===== src/rtl/csel_pkg.sv =====
package csel_pkg;

  localparam int unsigned FIELD_W = 16;

  typedef struct packed {
    logic [FIELD_W-1:0] base;
    logic [FIELD_W-1:0] mask;
    logic               wprot;
    logic               enable;
  } chan_cfg_t;

  // Match rule: every unmasked upper address bit must equal the base bit.
  function automatic logic chan_hit(input chan_cfg_t c, input logic [FIELD_W-1:0] upper);
    return c.enable && (((upper ^ c.base) & ~c.mask) == '0);
  endfunction

  // Readback layout of the base register.
  function automatic logic [31:0] pack_base(input chan_cfg_t c);
    return {c.base, 16'h0000};
  endfunction

  // Readback layout of the mask register: mask high, protect bit 8, enable bit 0.
  function automatic logic [31:0] pack_mask(input chan_cfg_t c);
    return {c.mask, 7'b0, c.wprot, 7'b0, c.enable};
  endfunction

  function automatic int unsigned base_off(input int unsigned ch, input int unsigned stride);
    return ch * stride;
  endfunction

  function automatic int unsigned mask_off(input int unsigned ch, input int unsigned stride);
    return ch * stride + 4;
  endfunction

endpackage


===== src/rtl/csel_chan_regs.sv =====
module csel_chan_regs
  import csel_pkg::*;
#(
  parameter int unsigned NCH    = 6,
  parameter int unsigned RAW    = 8,
  parameter int unsigned STRIDE = 12
) (
  input  logic                  clk,
  input  logic                  rst_n,
  input  logic                  cfg_wr,
  input  logic [RAW-1:0]        cfg_addr,
  input  logic [31:0]           cfg_wdata,
  output logic [31:0]           cfg_rdata,
  output chan_cfg_t [NCH-1:0]   cfg_o
);

  logic [NCH-1:0][31:0] rd_part;
  logic                 unused_wbits;

  // Reserved data bits are dropped on write.
  assign unused_wbits = ^{cfg_wdata[15:9], cfg_wdata[7:1]};

  for (genvar i = 0; i < NCH; i++) begin : g_ch
    localparam logic [RAW-1:0] BOFF = RAW'(base_off(i, STRIDE));
    localparam logic [RAW-1:0] MOFF = RAW'(mask_off(i, STRIDE));

    chan_cfg_t cfg_q;
    logic      sel_base;
    logic      sel_mask;

    assign sel_base = (cfg_addr == BOFF);
    assign sel_mask = (cfg_addr == MOFF);

    always_ff @(posedge clk or negedge rst_n) begin
      if (!rst_n) begin
        cfg_q <= '0;
      end else if (cfg_wr) begin
        if (sel_base) cfg_q.base <= cfg_wdata[31:16];
        if (sel_mask) begin
          cfg_q.mask   <= cfg_wdata[31:16];
          cfg_q.wprot  <= cfg_wdata[8];
          cfg_q.enable <= cfg_wdata[0];
        end
      end
    end

    always_comb begin
      if (sel_base)      rd_part[i] = pack_base(cfg_q);
      else if (sel_mask) rd_part[i] = pack_mask(cfg_q);
      else               rd_part[i] = '0;
    end

    assign cfg_o[i] = cfg_q;

    // reserved positions of a mask register read as zero
    a_r3_reserved_zero: assert property (@(posedge clk) disable iff (!rst_n)
      sel_mask |-> (cfg_rdata[15:9] == '0 && cfg_rdata[7:1] == '0));

    // low half of a base register reads as zero
    a_r2_base_low_zero: assert property (@(posedge clk) disable iff (!rst_n)
      sel_base |-> (cfg_rdata[15:0] == '0));
  end

  always_comb begin
    cfg_rdata = '0;
    for (int i = 0; i < NCH; i++) cfg_rdata |= rd_part[i];
  end

endmodule


===== src/rtl/csel_match.sv =====
module csel_match
  import csel_pkg::*;
#(
  parameter int unsigned NCH = 6
) (
  input  chan_cfg_t [NCH-1:0]  cfg_i,
  input  logic [FIELD_W-1:0]   upper_i,
  output logic [NCH-1:0]       hit_o,
  output logic [NCH-1:0]       wprot_o
);

  for (genvar i = 0; i < NCH; i++) begin : g_cmp
    assign hit_o[i]   = chan_hit(cfg_i[i], upper_i);
    assign wprot_o[i] = cfg_i[i].wprot;
  end

endmodule


===== src/rtl/csel_arbiter.sv =====
module csel_arbiter #(
  parameter int unsigned NCH = 6
) (
  input  logic [NCH-1:0] hit_i,
  input  logic [NCH-1:0] wprot_i,
  input  logic           write_i,
  output logic [NCH-1:0] win_o,
  output logic           fault_o
);

  // Isolate the lowest set bit: lowest channel number has priority.
  assign win_o   = hit_i & (~hit_i + NCH'(1));
  assign fault_o = write_i && ((win_o & wprot_i) != '0);

endmodule


===== src/rtl/csel_decoder.sv =====
module csel_decoder
  import csel_pkg::*;
#(
  parameter int unsigned NCH    = 6,
  parameter int unsigned RAW    = 8,
  parameter int unsigned STRIDE = 12
) (
  input  logic            clk,
  input  logic            rst_n,
  input  logic            cfg_wr,
  input  logic [RAW-1:0]  cfg_addr,
  input  logic [31:0]     cfg_wdata,
  output logic [31:0]     cfg_rdata,
  input  logic            req_valid,
  input  logic [31:0]     req_addr,
  input  logic            req_write,
  output logic [NCH-1:0]  cs_o,
  output logic            err_o
);

  chan_cfg_t [NCH-1:0] chan_cfg;
  logic [NCH-1:0]      chan_hit_w;
  logic [NCH-1:0]      chan_wp_w;
  logic [NCH-1:0]      chan_en_w;
  logic [NCH-1:0]      win_w;
  logic                fault_w;
  logic [NCH-1:0]      cs_q;
  logic                err_q;
  logic                unused_low;

  assign unused_low = ^req_addr[15:0];

  csel_chan_regs #(.NCH(NCH), .RAW(RAW), .STRIDE(STRIDE)) u_regs (
    .clk       (clk),
    .rst_n     (rst_n),
    .cfg_wr    (cfg_wr),
    .cfg_addr  (cfg_addr),
    .cfg_wdata (cfg_wdata),
    .cfg_rdata (cfg_rdata),
    .cfg_o     (chan_cfg)
  );

  csel_match #(.NCH(NCH)) u_match (
    .cfg_i   (chan_cfg),
    .upper_i (req_addr[31:16]),
    .hit_o   (chan_hit_w),
    .wprot_o (chan_wp_w)
  );

  csel_arbiter #(.NCH(NCH)) u_arb (
    .hit_i   (chan_hit_w),
    .wprot_i (chan_wp_w),
    .write_i (req_write),
    .win_o   (win_w),
    .fault_o (fault_w)
  );

  for (genvar i = 0; i < NCH; i++) begin : g_en
    assign chan_en_w[i] = chan_cfg[i].enable;
  end

  always_ff @(posedge clk or negedge rst_n) begin
    if (!rst_n) begin
      cs_q  <= '0;
      err_q <= 1'b0;
    end else if (req_valid) begin
      cs_q  <= fault_w ? '0 : win_w;
      err_q <= fault_w;
    end else begin
      cs_q  <= '0;
      err_q <= 1'b0;
    end
  end

  assign cs_o  = cs_q;
  assign err_o = err_q;

  // never more than one chip select
  a_r8_onehot_cs: assert property (@(posedge clk) disable iff (!rst_n)
    $onehot0(cs_q));

  // a fault never comes with a chip select
  a_r9_err_excludes_cs: assert property (@(posedge clk) disable iff (!rst_n)
    err_q |-> (cs_q == '0));

  // faults come only from writes
  a_r9_err_only_write: assert property (@(posedge clk) disable iff (!rst_n)
    err_q |-> $past(req_write));

  // outputs only follow a sampled request
  a_r11_needs_request: assert property (@(posedge clk) disable iff (!rst_n)
    ((cs_q != '0) || err_q) |-> $past(req_valid));

  for (genvar i = 0; i < NCH; i++) begin : g_chk
    // a disabled channel is never selected
    a_r7_disabled_silent: assert property (@(posedge clk) disable iff (!rst_n)
      cs_q[i] |-> $past(chan_en_w[i]));

    // a protected channel is never selected for a write
    a_r9_protected_no_cs: assert property (@(posedge clk) disable iff (!rst_n)
      (cs_q[i] && $past(req_write)) |-> !$past(chan_wp_w[i]));
  end

endmodule


===== config.mk =====
export PLATFORM = sky130hd
export DESIGN_NAME = csel_decoder
export DESIGN_NICKNAME = d
export VERILOG_FILES = /design/src/rtl/csel_pkg.sv /design/src/rtl/csel_chan_regs.sv /design/src/rtl/csel_match.sv /design/src/rtl/csel_arbiter.sv /design/src/rtl/csel_decoder.sv
export SDC_FILE = /design/constraint.sdc
export NUM_CORES = 1
export LEC_CHECK = 0
export BUFFER_PORTS_ARGS = -buffer_cell sky130_fd_sc_hd__buf_2
export CORE_ASPECT_RATIO = 1.1
export CORE_MARGIN = 2
export CORE_UTILIZATION = 55
export CTS_CLUSTER_SIZE = 8
export DETAILED_ROUTE_END_ITERATION = 8
export PLACE_DENSITY = 0.81
export SYNTH_ARGS = -nofsm -noshare
export SYNTH_HDL_FRONTEND = slang
export SYNTH_SLANG_ARGS = --single-unit

===== constraint.sdc =====
create_clock -name clk -period 2.81 [get_ports clk]
set_input_delay 0.281 -clock clk [delete_from_list [all_inputs] [get_ports clk]]
set_output_delay 0.281 -clock clk [all_outputs]
set_load 0.03 [all_outputs]

# Yosys cells after proc, flatten, opt, wreduce, memory -nomap -nowiden
# Cells that the tools add are included.
[word_totals]
ff_bits = 211
[classes]
bitwise_logic = 26
n_eq_ne = 11
add_sub_neg = 1
reduce_logical = 27
n_mux = 15
[ops]
columns = ["op", "count"]
rows = [
  ["$mux W32", 12],
  ["$or A32 B32 Y32", 5],
  ["$and A16 B16 Y16", 6],
  ["$logic_not A16 Y1", 6],
  ["$not A16 Y16", 6],
  ["$xor A16 B16 Y16", 6],
  ["$eq A8 B6 Y1 const B", 5],
  ["$eq A8 B5 Y1 const B", 3],
  ["$reduce_and A2 Y1", 12],
  ["$and A6 B6 Y6", 2],
  ["$mux W6", 2],
  ["$eq A8 B3 Y1 const B", 1],
  ["$eq A8 B4 Y1 const B", 1],
  ["$eq A8 B7 Y1 const B", 1],
  ["$logic_not A8 Y1", 1],
  ["$logic_and A1 B1 Y1", 7],
  ["$add A6 B1 Y6 const B", 1],
  ["$not A6 Y6", 1],
  ["$reduce_bool A6 Y1", 1],
  ["$mux W1", 1],
]

# Depth between registers and ports, before layout
# Gate-level depths: netlist of the first run.
[logic_depth]
ltp_word = 12
depth_mapped = 8
mapped_depth_nobuf = 7

# Modules after synthesis
# Synthesis of the first run repeated with hierarchy kept, for this count alone.
[unflattened]
hier_cells = 982
hier_area_um2 = 11748.8
[by_module_without_submodules]
columns = ["mod", "instances", "area_each_um2", "seq_area_each_um2", "cells_each"]
rows = [
  ["csel_chan_regs", 1, 9922.0, 5104.9, 757],
  ["csel_match", 1, 1485.2, 0.0, 194],
  ["csel_decoder", 1, 235.2, 175.2, 14],
  ["csel_arbiter", 1, 106.4, 0.0, 17],
]

# Worst setup path after synthesis of the first run
# Ideal clock, no wire load.
[synth_timing]
kind = "in2out"
start = "input cfg_addr[1]"
end = "output cfg_rdata[22]"
t_arrival_ns = 2.176
path_stages = 7
setup_slack_ns = 0.353
cell_sequence = "or4_1 -> clkbuf_1 -> nor4_4 -> clkbuf_1 -> a22o_1 -> a221oi_1 -> nand3_1"
[synth_via]
elab_chain_len = 8
[synth_lines]
columns = ["element", "line_no", "source"]
rows = [
  ["start, declared", "csel_decoder.sv:11", "input logic [RAW-1:0] cfg_addr,"],
  ["$eq A8 B3 Y1 or $eq A8 B5 Y1 (tied branches)", "csel_chan_regs.sv:32", "assign sel_mask = (cfg_addr == MOFF);"],
  ["$mux W32", "csel_chan_regs.sv:49", "else if (sel_mask) rd_part[i] = pack_mask(cfg_q);"],
  ["$mux W32", "csel_chan_regs.sv:48", "if (sel_base) rd_part[i] = pack_base(cfg_q);"],
  ["$or A32 B32 Y32 (4 in a row)", "csel_chan_regs.sv:66", "for (int i = 0; i < NCH; i++) cfg_rdata |= rd_part[i];"],
  ["$or A32 B32 Y32 (*)", "csel_chan_regs.sv:66", ""],
  ["end, declared", "csel_decoder.sv:13", "output logic [31:0] cfg_rdata,"],
]
# Mark *: on every way between the ends. The rest lies on a longest branch, timed or not.

# Final worst setup path of the first run
[layout_timing]
start = "register u_regs.g_ch[2].cfg_q, in the netlist u_regs.cfg_o[91]"
end = "register cs_q[3], in the netlist cs_o[3]"
[layout_via]
elab_chain_len = 12
[layout_lines]
columns = ["element", "line_no", "source"]
rows = [
  ["start, declared", "csel_chan_regs.sv:27", "chan_cfg_t cfg_q;"],
  ["$xor A16 B16 Y16 (*)", "csel_pkg.sv:14", "return c.enable && (((upper ^ c.base) & ~c.mask) == '0);"],
  ["$and A16 B16 Y16 (*)", "csel_pkg.sv:14", ""],
  ["$logic_not A16 Y1 (*)", "csel_pkg.sv:14", ""],
  ["$logic_and A1 B1 Y1 (*)", "csel_pkg.sv:14", ""],
  ["$not A6 Y6", "csel_arbiter.sv:12", "assign win_o = hit_i & (~hit_i + NCH'(1));"],
  ["$add A6 B1 Y6", "csel_arbiter.sv:12", ""],
  ["$and A6 B6 Y6 (*)", "csel_arbiter.sv:12", ""],
  ["$and A6 B6 Y6", "csel_arbiter.sv:13", "assign fault_o = write_i && ((win_o & wprot_i) != '0);"],
  ["$reduce_bool A6 Y1", "csel_arbiter.sv:13", ""],
  ["$logic_and A1 B1 Y1", "csel_arbiter.sv:13", ""],
  ["$mux W6 (*)", "csel_decoder.sv:67", "cs_q <= fault_w ? '0 : win_w;"],
  ["$mux W6 (*)", "csel_decoder.sv:66", "end else if (req_valid) begin"],
  ["end signal, assigned", "csel_decoder.sv:67", ""],
  ["end, declared", "csel_decoder.sv:27", "logic [NCH-1:0] cs_q;"],
]
# Marks and branches as above.
# A chain may end at the register's enable or synchronous reset.

==> metrics.yaml, run 1 <==
status: "finished, final reports clean"
synthSimpleGateAreaFrac: 0.0484
cts_root_buffer: "clkbuf_16"
critPathKind: "flip-flop to flip-flop"
areaGrowthSynthToFinish_pct: 14.4
synth_warnings: 0
maxCapViolations: 0
fin_tns_setup_ps: 0
hp-class: "input port to flip-flop"
wl_per_cell_um: 27.2
grt_start_max_net_pins: 86
cts_tree: "built"
pre_cts_ws_ps: 196
synth.most_common_cell: "dfrtp_1"
antenna_left: 0
synth-compound-area-share: 0.121
vias: 7957
die_area_mm2: 0.0204
drt_wl_total_um: 32000
clockPowerShare: 0.443
n_antenna_cell: 0
slew_headroom: 0.502
fin_nets: 1007
powerDensity_mw_per_mm2: 585
cts_sinks: 211
yosys.area_share.xor_xnor: 0.0800
r2r-end: "cs_o[3]$_DFF_PN0_"
synthesis.area_mm2: 0.0106
post-dp-hpwl_um: 21200
rr_worst_depth: 7
clock_latency_ps: 530
p_leak_nw: 5.73
synthMuxAreaShare: 0.217
internal_power_mw: 5.36
numCtsBuffers: 30
synth_top_family_by_area: "multiplexers"
fmax_mhz: 383
nFillCells: 1441
pwr-share-comb: 0.089
synth_area_leader_cell: "dfrtp_1"
whs_path_depth: 2
final.setup.worst_slack_ps: 200
grt_antenna_before_repair: 0
ys_top_cells_by_count: "dfrtp_1 (211), mux2_2 (204), xnor2_1 (95), a221oi_1 (46), a22o_1 (46)"
gp_congestion: 0.940
h-tree-depth: 1
timing.final.max_slew_violations: 0
vias_per_cell: 6.76
finClkSkew_ps: 13.3
worst_setup_path_start_kind: "flip-flop"
rsz0062_at_grt: "no"
drtPass1Iterations: 5
tightest_slew_ps: 747
start_util: 0.557
hold_viol_final: 0
crit_required_ps: 3210
finalCritPeriodShare: 0.929
min-delay-start: "req_write"
avgSynthCellArea_um2: 12.6
io-pin-count: 116
portBuffers: 71
drt_iter0_drc: 936
synth-seq-cells: 211
cp-end-kind: "flip-flop"
grtUsageTotal: 0.320
totalPowerFinal_mw: 7.09
die_h_um: 150
synth_edf_count: 0
swShare: 0.244
grt_pass1_vias: 8011
synth_area_leaders: "dfrtp_1 (50%), mux2_2 (22%), xnor2_1 (7.8%), a221oi_1 (3.8%), a22o_1 (3.8%)"
yosysUniqueCellTypes: 46
die_w_um: 136
syn_inst: 842
core_mm2: 0.0190
path_clk_slew_ps: 50
overflow: 0
synth_fa_ha_area_frac: 0
yosysSeqAreaShare: 0.498
r2r-start: "u_regs.cfg_o[91]$_DFFE_PN0P_"
worstPathMaxFanout: 7
grt_pass1_wl_um: 48400
async_reset_ff_frac: 1.00
period_minus_slack_ps: 2610
final-setup-viol-count: 0
synthFlopType: "dfrtp_1"
seq_power_share: 0.469
r2r_slack_ps: 200
rows: 53
p_sw_mw: 1.73
drc_errors: 0
ir_drop_v: 0.000497
drive_above_1_share: 0.394
clockBufferDepth: 3
synth_top_area_frac: 0.498
worstHoldEndpoint: "cs_o[1]$_DFF_PN0_"
arrival_ps: 3010
[cell families (layout without fill, tap and decap cells)]
family,count (synthesis),count (layout)
XOR/XNOR,96,96
flip-flops,211,211
AND/OR/NAND/NOR,92,92
other,1,14
buffers and inverters,76,151
multiplexers,204,204
AO/OA/AOI/OAI,162,162
[placed cells by master (no fill, tap or decap), drive strengths merged, types with 2 or more instances in the layout]
cell	n
o21ai	7
a211oi	2
buf	114
nand2b	2
nor4	6
nor3	9
dfrtp	211
a221oi	46
a22oi	10
a22o	46
nor2	19
o22ai	40
mux2	204
conb	14
a2111oi	2
a21oi	2
nand4	3
clkbuf	32
nand3	23
o22a	2
or4	2
nand2	15
xnor2	96
nand3b	4
inv	3
and3	4
[routing by layer]
metal | global-route usage | vias to the layer above | share of wire
li1 | - | 3296 | -
met1 | 0.421 | 3971 | 0.38
met2 | 0.499 | 545 | 0.46
met3 | 0.0637 | 145 | 0.10
met4 | 0.173 | 0 | 0.062
met5 | 0 | - | 0
[repair_timing]
item / 4_1_cts / 5_1_grt
resized for setup: 0 / 0
hold buffers: 1 / 0
endpoints found under the hold margin: 82 / 0
buffers inserted: 0 / 0
[sequential cells by signal, summed over array words and instances, names as in the netlist]
signal        count
u_regs.cfg_o    204
err_o             1
cs_o              6
[power groups by stage]
stage | logic (mW) | clock network, mW | registers, mW
floorplan | 0.412 | 0 | 3.32
global placement | 0.603 | 0 | 3.36
detailed placement | 0.616 | 0 | 3.37
CTS | 0.623 | 3.15 | 3.32
global route | 0.671 | 3.28 | 3.34
finish | 0.629 | 3.14 | 3.32
[stage by stage]
stage / utilization / cells / instance area [µm²] / hold WS (ps)
after floorplan: - / 855 / 10700 / -14.6
after global placement: 0.596 / 1144 / 11300 / 383
after detailed placement: 0.596 / 1144 / 11300 / 392
after CTS: 0.637 / 1177 / 12100 / 4.46
after global routing: 0.637 / 1177 / 12100 / 14.9
final: 0.637 / 1177 / 12100 / 12.6
[cell type report]
cell class / count / area [µm²] / area share
Sequential cell: 211 / 5280 / 0.435
Multi-Input combinational cell: 568 / 4990 / 0.412
Clock buffer: 31 / 776 / 0.0639
Timing Repair Buffer: 116 / 754 / 0.0622
Tap cell: 247 / 309 / 0.0255
Inverter: 3 / 11.3 / 0.000928
Clock inverter: 1 / 7.51 / 0.000619
[critical path, cell delays in order (launching register included)]
cell       delay, ps
dfrtp_1          400
xnor2_1          270
o22ai_1          190
or4_4            550
nor3b_2          280
nor3_1           100
a32o_2           300
a2111oi_1        400
[worst max path at each step]
stage                                   from                end  slack (ps)  cells after the start
3_3_place_gp                    req_addr[21]  cs_o[3]$_DFF_PN0_         210                      8
3_5_place_dp                    req_addr[21]  cs_o[3]$_DFF_PN0_         200                      8
2_1_floorplan                    cfg_addr[1]      cfg_rdata[22]         350                      7
6_report        u_regs.cfg_o[91]$_DFFE_PN0P_  cs_o[3]$_DFF_PN0_         200                      7
5_1_grt         u_regs.cfg_o[91]$_DFFE_PN0P_  cs_o[3]$_DFF_PN0_         150                      7
4_1_cts        u_regs.cfg_o[128]$_DFFE_PN0P_  cs_o[3]$_DFF_PN0_         240                      8
No activity file was read; power rests on OpenSTA's default activity.
==> run 2: changes to the inputs <==
- CORE_UTILIZATION: 55 -> 53
- PLACE_DENSITY: 0.81 -> 0.82
- clock period: 2.81 -> 2.21 ns (I/O delays scaled with it)
==> run 2 against run 1 <==
The flow now finishes with violations (negative setup slack). Worst setup slack got worse by 580 ps. Final cell count grew 8.7%. Worst hold slack better by 26 ps. Clock power grew 31%. Combinational power grew 52%. Die area grew 3.7%. Flip-flop and latch count did not move. Critical path depth rose by 1. Sequential power is 27% higher. Core utilization rose by 4.3 points. Routed wire length grew 11%. First-iteration DRC count rose by 3.1%. Critical endpoint is now err_o$_DFF_PN0_. Largest cell class unchanged.
==> metrics.yaml, run 2 (same netlist as run 1, synthesis figures left out) <==
final_cell_mix: "dfrtp_1 (211), mux2_2 (204), buf_4 (111)"  # was dfrtp_1 (211), mux2_2 (204), xnor2_1 (95)
clockBufferDepth: 3  # unchanged
crit_required_ps: 2690  # was 3210 ps
seqCellArea_mm2: 0.00528  # unchanged
grt_antenna_before_repair: 0  # unchanged
final-setup-viol-count: 7  # was 0
vias: 8615  # was 7,957
maxCapViolations: 0  # unchanged
wl_met2_um: 16300  # was 14,600 µm
pre_cts_ws_ps: -505  # was 196 ps
powerDensity_mw_per_mm2: 691  # was 585 mW/mm²
gp_congestion: 0.983  # was 0.940
overflow: 0  # unchanged
start_util: 0.538  # was 0.557
numCtsBuffers: 30  # unchanged
rows: 54  # was 53
slew_headroom: 0.660  # was 0.502
cts_tree: "built"  # unchanged
post-dp-hpwl_um: 22900  # was 21,200 µm
hold_viol_final: 0  # unchanged
die_area_mm2: 0.0212  # was 0.0204 mm²
p_leak_nw: 6.44  # was 5.73 nW
worstPathMaxFanout: 4  # was 7
nFillCells: 1322  # was 1,441
timing.final.max_slew_violations: 0  # unchanged
grtUsageTotal: 0.326  # was 0.320
drc_errors: 0  # unchanged
path_cells: "xnor2_2, o22ai_1, or4_4, or4b_4, o211ai_2, a32o_2, buf_6, and3_1"  # was xnor2_1, o22ai_1, or4_4, nor3b_2, nor3_1, a32o_2, a2111oi_1
final_util: 0.681  # was 0.637
arrival_ps: 3070  # was 3010 ps
post-route-cell-area_mm2: 0.0134  # was 0.0121 mm²
max_stage_delay_ps: 530  # was 550 ps
dpl-instance-area_mm2: 0.0122  # was 0.0113 mm²
holdWs_ps: 38.2  # was 12.6 ps
drt_iter0_drc: 965  # was 936
fin_nets: 1103  # was 1,007
vias_per_cell: 6.74  # was 6.76
grt_start_max_net_pins: 80  # was 86
path_clk_slew_ps: 50  # about the same
areaGrowthSynthToFinish_pct: 26.6  # was 14.4%
n_antenna_cell: 0  # unchanged
finClkSkew_ps: 32.2  # was 13.3 ps
multi_input_area_mm2: 0.00517  # was 0.00499 mm²
antenna_left: 0  # unchanged
cp-end-kind: "flip-flop"  # unchanged
h-tree-depth: 1  # unchanged
wl_met1_um: 12700  # was 12,100 µm
grt_pass1_vias: 8832  # was 8,011
largest_register_ff_count: 204  # unchanged
drive_above_1_share: 0.476  # was 0.394
tightest_slew_ps: 505  # was 747 ps
hp-class: "input port to flip-flop"  # unchanged
clock_latency_ps: 560  # was 530 ps
die_h_um: 152  # was 150 µm
rsz0062_at_grt: "yes"  # was no
period_minus_slack_ps: 2590  # was 2610 ps
top_layer: "met4"  # unchanged
portBuffers: 71  # unchanged
cts_root_buffer: "clkbuf_16"  # unchanged
fin_tns_setup_ps: -2460  # was 0 ps
wl_per_cell_um: 27.8  # was 27.2 µm
final_common_cell: "dfrtp_1"  # unchanged
core_mm2: 0.0197  # was 0.0190 mm²
worst_setup_path_start_kind: "flip-flop"  # unchanged
critPathKind: "flip-flop to flip-flop"  # unchanged
violations: "negative setup slack"
final.setup.worst_slack_ps: -385  # was 200 ps
die_w_um: 139  # was 136 µm
drtPass1Iterations: 5  # unchanged
finalCritPeriodShare: 1.17  # was 0.929
fmax_mhz: 385  # was 383 MHz
status: "finished with violations"  # was finished, final reports clean
cts_sinks: 211  # unchanged
crit_slowest_cell: "or4b_4"  # was or4_4
grt_pass1_wl_um: 53000  # was 48,400 µm
ir_drop_v: 0.000566  # was 0.000497 V
wl_met3_um: 3870  # was 3270 µm
drt_wl_total_um: 35600  # was 32,000 µm
io-pin-count: 116  # unchanged
## run 2: routing by layer
layer	vias to the layer above	track usage
met4	0	0.197
met2	651	0.522
met5	-	0
li1	3500	-
met3	219	0.0739
met1	4245	0.404
## run 2: cell type report
cell class              instances  area share
inverters                       3    0.000838
clock inverters                 2     0.00345
multi-input cells             568       0.385
flip-flops and latches        211       0.393
repair buffers                212       0.138
well taps                     252      0.0235
clock buffers                  31      0.0562
## run 2: what timing repair did
item,CTS,global route
gates resized for setup,25,37
gates cloned,1,2
setup buffers,2,10
pin swaps,13,9
setup endpoints to repair,18,24
endpoints found under the hold margin,103,0
hold buffers,5,0
## run 2: report_power, final
| group | switching (mW) | internal (mW) |
|---|---|---|
| registers | 0.175 | 4.05 |
| logic | 0.524 | 0.433 |
| clock network | 1.61 | 2.48 |
## run 2: critical path, delay by kind of cell, from the launching register on
family / cells / cell delay [ps]
AO/OA/AOI/OAI: 3 / 580
XOR/XNOR: 1 / 250
buffers and inverters: 1 / 130
flip-flops: 1 / 400
AND/OR/NAND/NOR: 3 / 1140
## run 2: path summary, 6_finish.rpt
kind / end / from / depth (start not counted) / slack, ps
max in group asynchronous: u_regs.cfg_o[90]$_DFFE_PN0P_ / rst_n / 3 / 1300
min reg2reg: u_regs.cfg_o[8]$_DFFE_PN0P_ / u_regs.cfg_o[8]$_DFFE_PN0P_ / 1 / 530
max: err_o$_DFF_PN0_ / u_regs.cfg_o[91]$_DFFE_PN0P_ / 8 / -380
min in group asynchronous: u_regs.cfg_o[55]$_DFFE_PN0P_ / rst_n / 2 / 140
max reg2reg: err_o$_DFF_PN0_ / u_regs.cfg_o[91]$_DFFE_PN0P_ / 8 / -380
min: u_regs.cfg_o[0]$_DFFE_PN0P_ / cfg_wdata[0] / 2 / 40
## run 2: through the flow
stage,power (mW),instances
final,9.28,1279
after CTS,9.23,1267
after floorplan,4.75,855
after detailed placement,5.16,1227
after global routing,9.53,1279
after global placement,5.13,1227
==> run 3: changes to the inputs <==
- CTS_BUF_LIST: unset -> sky130_fd_sc_hd__clkbuf_16
==> run 3 against run 2 <==
The flow still finishes with violations (negative setup slack). Sequential share of layout area unchanged. Largest cell class unchanged. Critical path type unchanged. Critical path depth unchanged. Worst setup slack worse by 7.7 ps. Fmax down 0.30%. Global-route usage unchanged.
==> metrics.yaml, run 3 (same netlist as run 1, synthesis figures left out) <==
status: "finished with violations"  # unchanged
violations: "negative setup slack"  # unchanged
rsz0062_at_grt: "yes"  # unchanged
gp_congestion: 0.983  # unchanged
arrival_ps: 3080  # was 3070 ps
grt_pass1_wl_um: 53000  # unchanged
finClkSkew_ps: 29.4  # was 32.2 ps
portBuffers: 71  # unchanged
crit_required_ps: 2690  # about the same
post-route-cell-area_mm2: 0.0134  # unchanged
maxCapViolations: 0  # unchanged
worstPathMaxFanout: 4  # unchanged
cp-end-kind: "flip-flop"  # unchanged
cts_root_buffer: "clkbuf_16"  # unchanged
die_h_um: 152  # unchanged
final_util: 0.681  # unchanged
p_sw_mw: 2.31  # about the same
die_area_mm2: 0.0212  # unchanged
n_antenna_cell: 0  # unchanged
pre_cts_ws_ps: -505  # unchanged
grtUsageTotal: 0.326  # unchanged
vias_per_cell: 6.73  # was 6.74
post-dp-hpwl_um: 22900  # unchanged
dpl-instance-area_mm2: 0.0122  # unchanged
nFillCells: 1322  # unchanged
cts_sinks: 211  # unchanged
period_minus_slack_ps: 2600  # was 2590 ps
cts_tree: "built"  # unchanged
fin_tns_setup_ps: -2440  # was -2460 ps
areaGrowthSynthToFinish_pct: 26.6  # unchanged
holdWs_ps: 33.2  # was 38.2 ps
grt_start_max_net_pins: 80  # unchanged
drt_wl_total_um: 35500  # was 35,600 µm
critPathKind: "flip-flop to flip-flop"  # unchanged
overflow: 0  # unchanged
rows: 54  # unchanged
dp.cells: 1227  # unchanged
finalNonFillerCells: 1279  # unchanged
numCtsBuffers: 30  # unchanged
swShare: 0.249  # about the same
final.setup.worst_slack_ps: -392  # was -385 ps
timing.final.max_slew_violations: 0  # unchanged
finalCritPeriodShare: 1.18  # was 1.17
die_w_um: 139  # unchanged
clock_latency_ps: 560  # about the same
drt_iter0_drc: 968  # was 965
largest_register_ff_count: 204  # unchanged
pwr-share-comb: 0.103  # about the same
hp-class: "input port to flip-flop"  # unchanged
fmax_mhz: 384  # was 385 MHz
final_cell_mix: "dfrtp_1 (211), mux2_2 (204), buf_4 (111)"  # unchanged
p_leak_nw: 6.44  # about the same
start_util: 0.538  # unchanged
vias: 8605  # was 8,615
drive_above_1_share: 0.476  # unchanged
totalPowerFinal_mw: 9.27  # was 9.28 mW
core_mm2: 0.0197  # unchanged
fin_nets: 1103  # unchanged
grt_antenna_before_repair: 0  # unchanged
drtPass1Iterations: 7  # was 5
clockPowerShare: 0.441  # about the same
wl_per_cell_um: 27.8  # about the same
io-pin-count: 116  # unchanged
seq_power_share: 0.456  # was 0.455
h-tree-depth: 1  # unchanged
final_common_cell: "dfrtp_1"  # unchanged
path_clk_slew_ps: 50  # about the same
clockBufferDepth: 3  # unchanged
antenna_left: 0  # unchanged
grt_pass1_vias: 8832  # unchanged
worst_setup_path_start_kind: "flip-flop"  # unchanged
powerDensity_mw_per_mm2: 691  # about the same
ir_drop_v: 0.000567  # was 0.000566 V
final-setup-viol-count: 7  # unchanged
hold_viol_final: 0  # unchanged
drc_errors: 0  # unchanged
internal_power_mw: 6.96  # was 6.97 mW
run 3: path summary, 6_finish.rpt:
kind                                                end  cells after the start  slack [ps]                          from
max                                     err_o$_DFF_PN0_                      8        -390  u_regs.cfg_o[91]$_DFFE_PN0P_
min                         u_regs.cfg_o[0]$_DFFE_PN0P_                      2          30                  cfg_wdata[0]
max reg2reg                             err_o$_DFF_PN0_                      8        -390  u_regs.cfg_o[91]$_DFFE_PN0P_
min reg2reg                 u_regs.cfg_o[8]$_DFFE_PN0P_                      1         530   u_regs.cfg_o[8]$_DFFE_PN0P_
max in group asynchronous  u_regs.cfg_o[90]$_DFFE_PN0P_                      3        1320                         rst_n
min in group asynchronous  u_regs.cfg_o[55]$_DFFE_PN0P_                      2         140                         rst_n
run 3: routing by layer:
metal,vias to the layer above,GRT usage,part of all wire
met5,-,0,0
met4,0,0.197,0.074
met3,203,0.0739,0.11
met2,645,0.522,0.46
met1,4261,0.404,0.35
li1,3496,-,-
run 3: layout make-up:
cell class              count  area, µm²  area share
clock buffers              30        751      0.0559
flip-flops and latches    211       5280       0.393
clock inverters             3       50.0     0.00373
well taps                 252        315      0.0235
repair buffers            212       1860       0.138
multi-input cells         568       5170       0.385
inverters                   3       11.3    0.000838
run 3: power groups by stage:
| stage | sequential (mW) | clock [mW] | combinational (mW) |
|---|---|---|---|
| floorplan | 4.22 | 0 | 0.524 |
| global placement | 4.26 | 0 | 0.871 |
| detailed placement | 4.27 | 0 | 0.892 |
| CTS | 4.22 | 4.09 | 0.924 |
| global route | 4.24 | 4.28 | 1.01 |
| finish | 4.23 | 4.09 | 0.956 |
run 3: critical path, cell delays in order, from the launching register on:
cell and delay [ps]:
dfrtp_1 400, xnor2_2 250, o22ai_1 200, or4_4 470
or4b_4 530, o211ai_2 150, a32o_2 230, buf_6 130
and3_1 140
run 3: what timing repair did:
item                                   CTS  global route
gates resized for setup                 25            37
setup endpoints to repair               18            24
hold buffers                             5             0
pin swaps                               13             9
cloned                                   1             2
endpoints found under the hold margin  103             0
setup buffers                            2            10
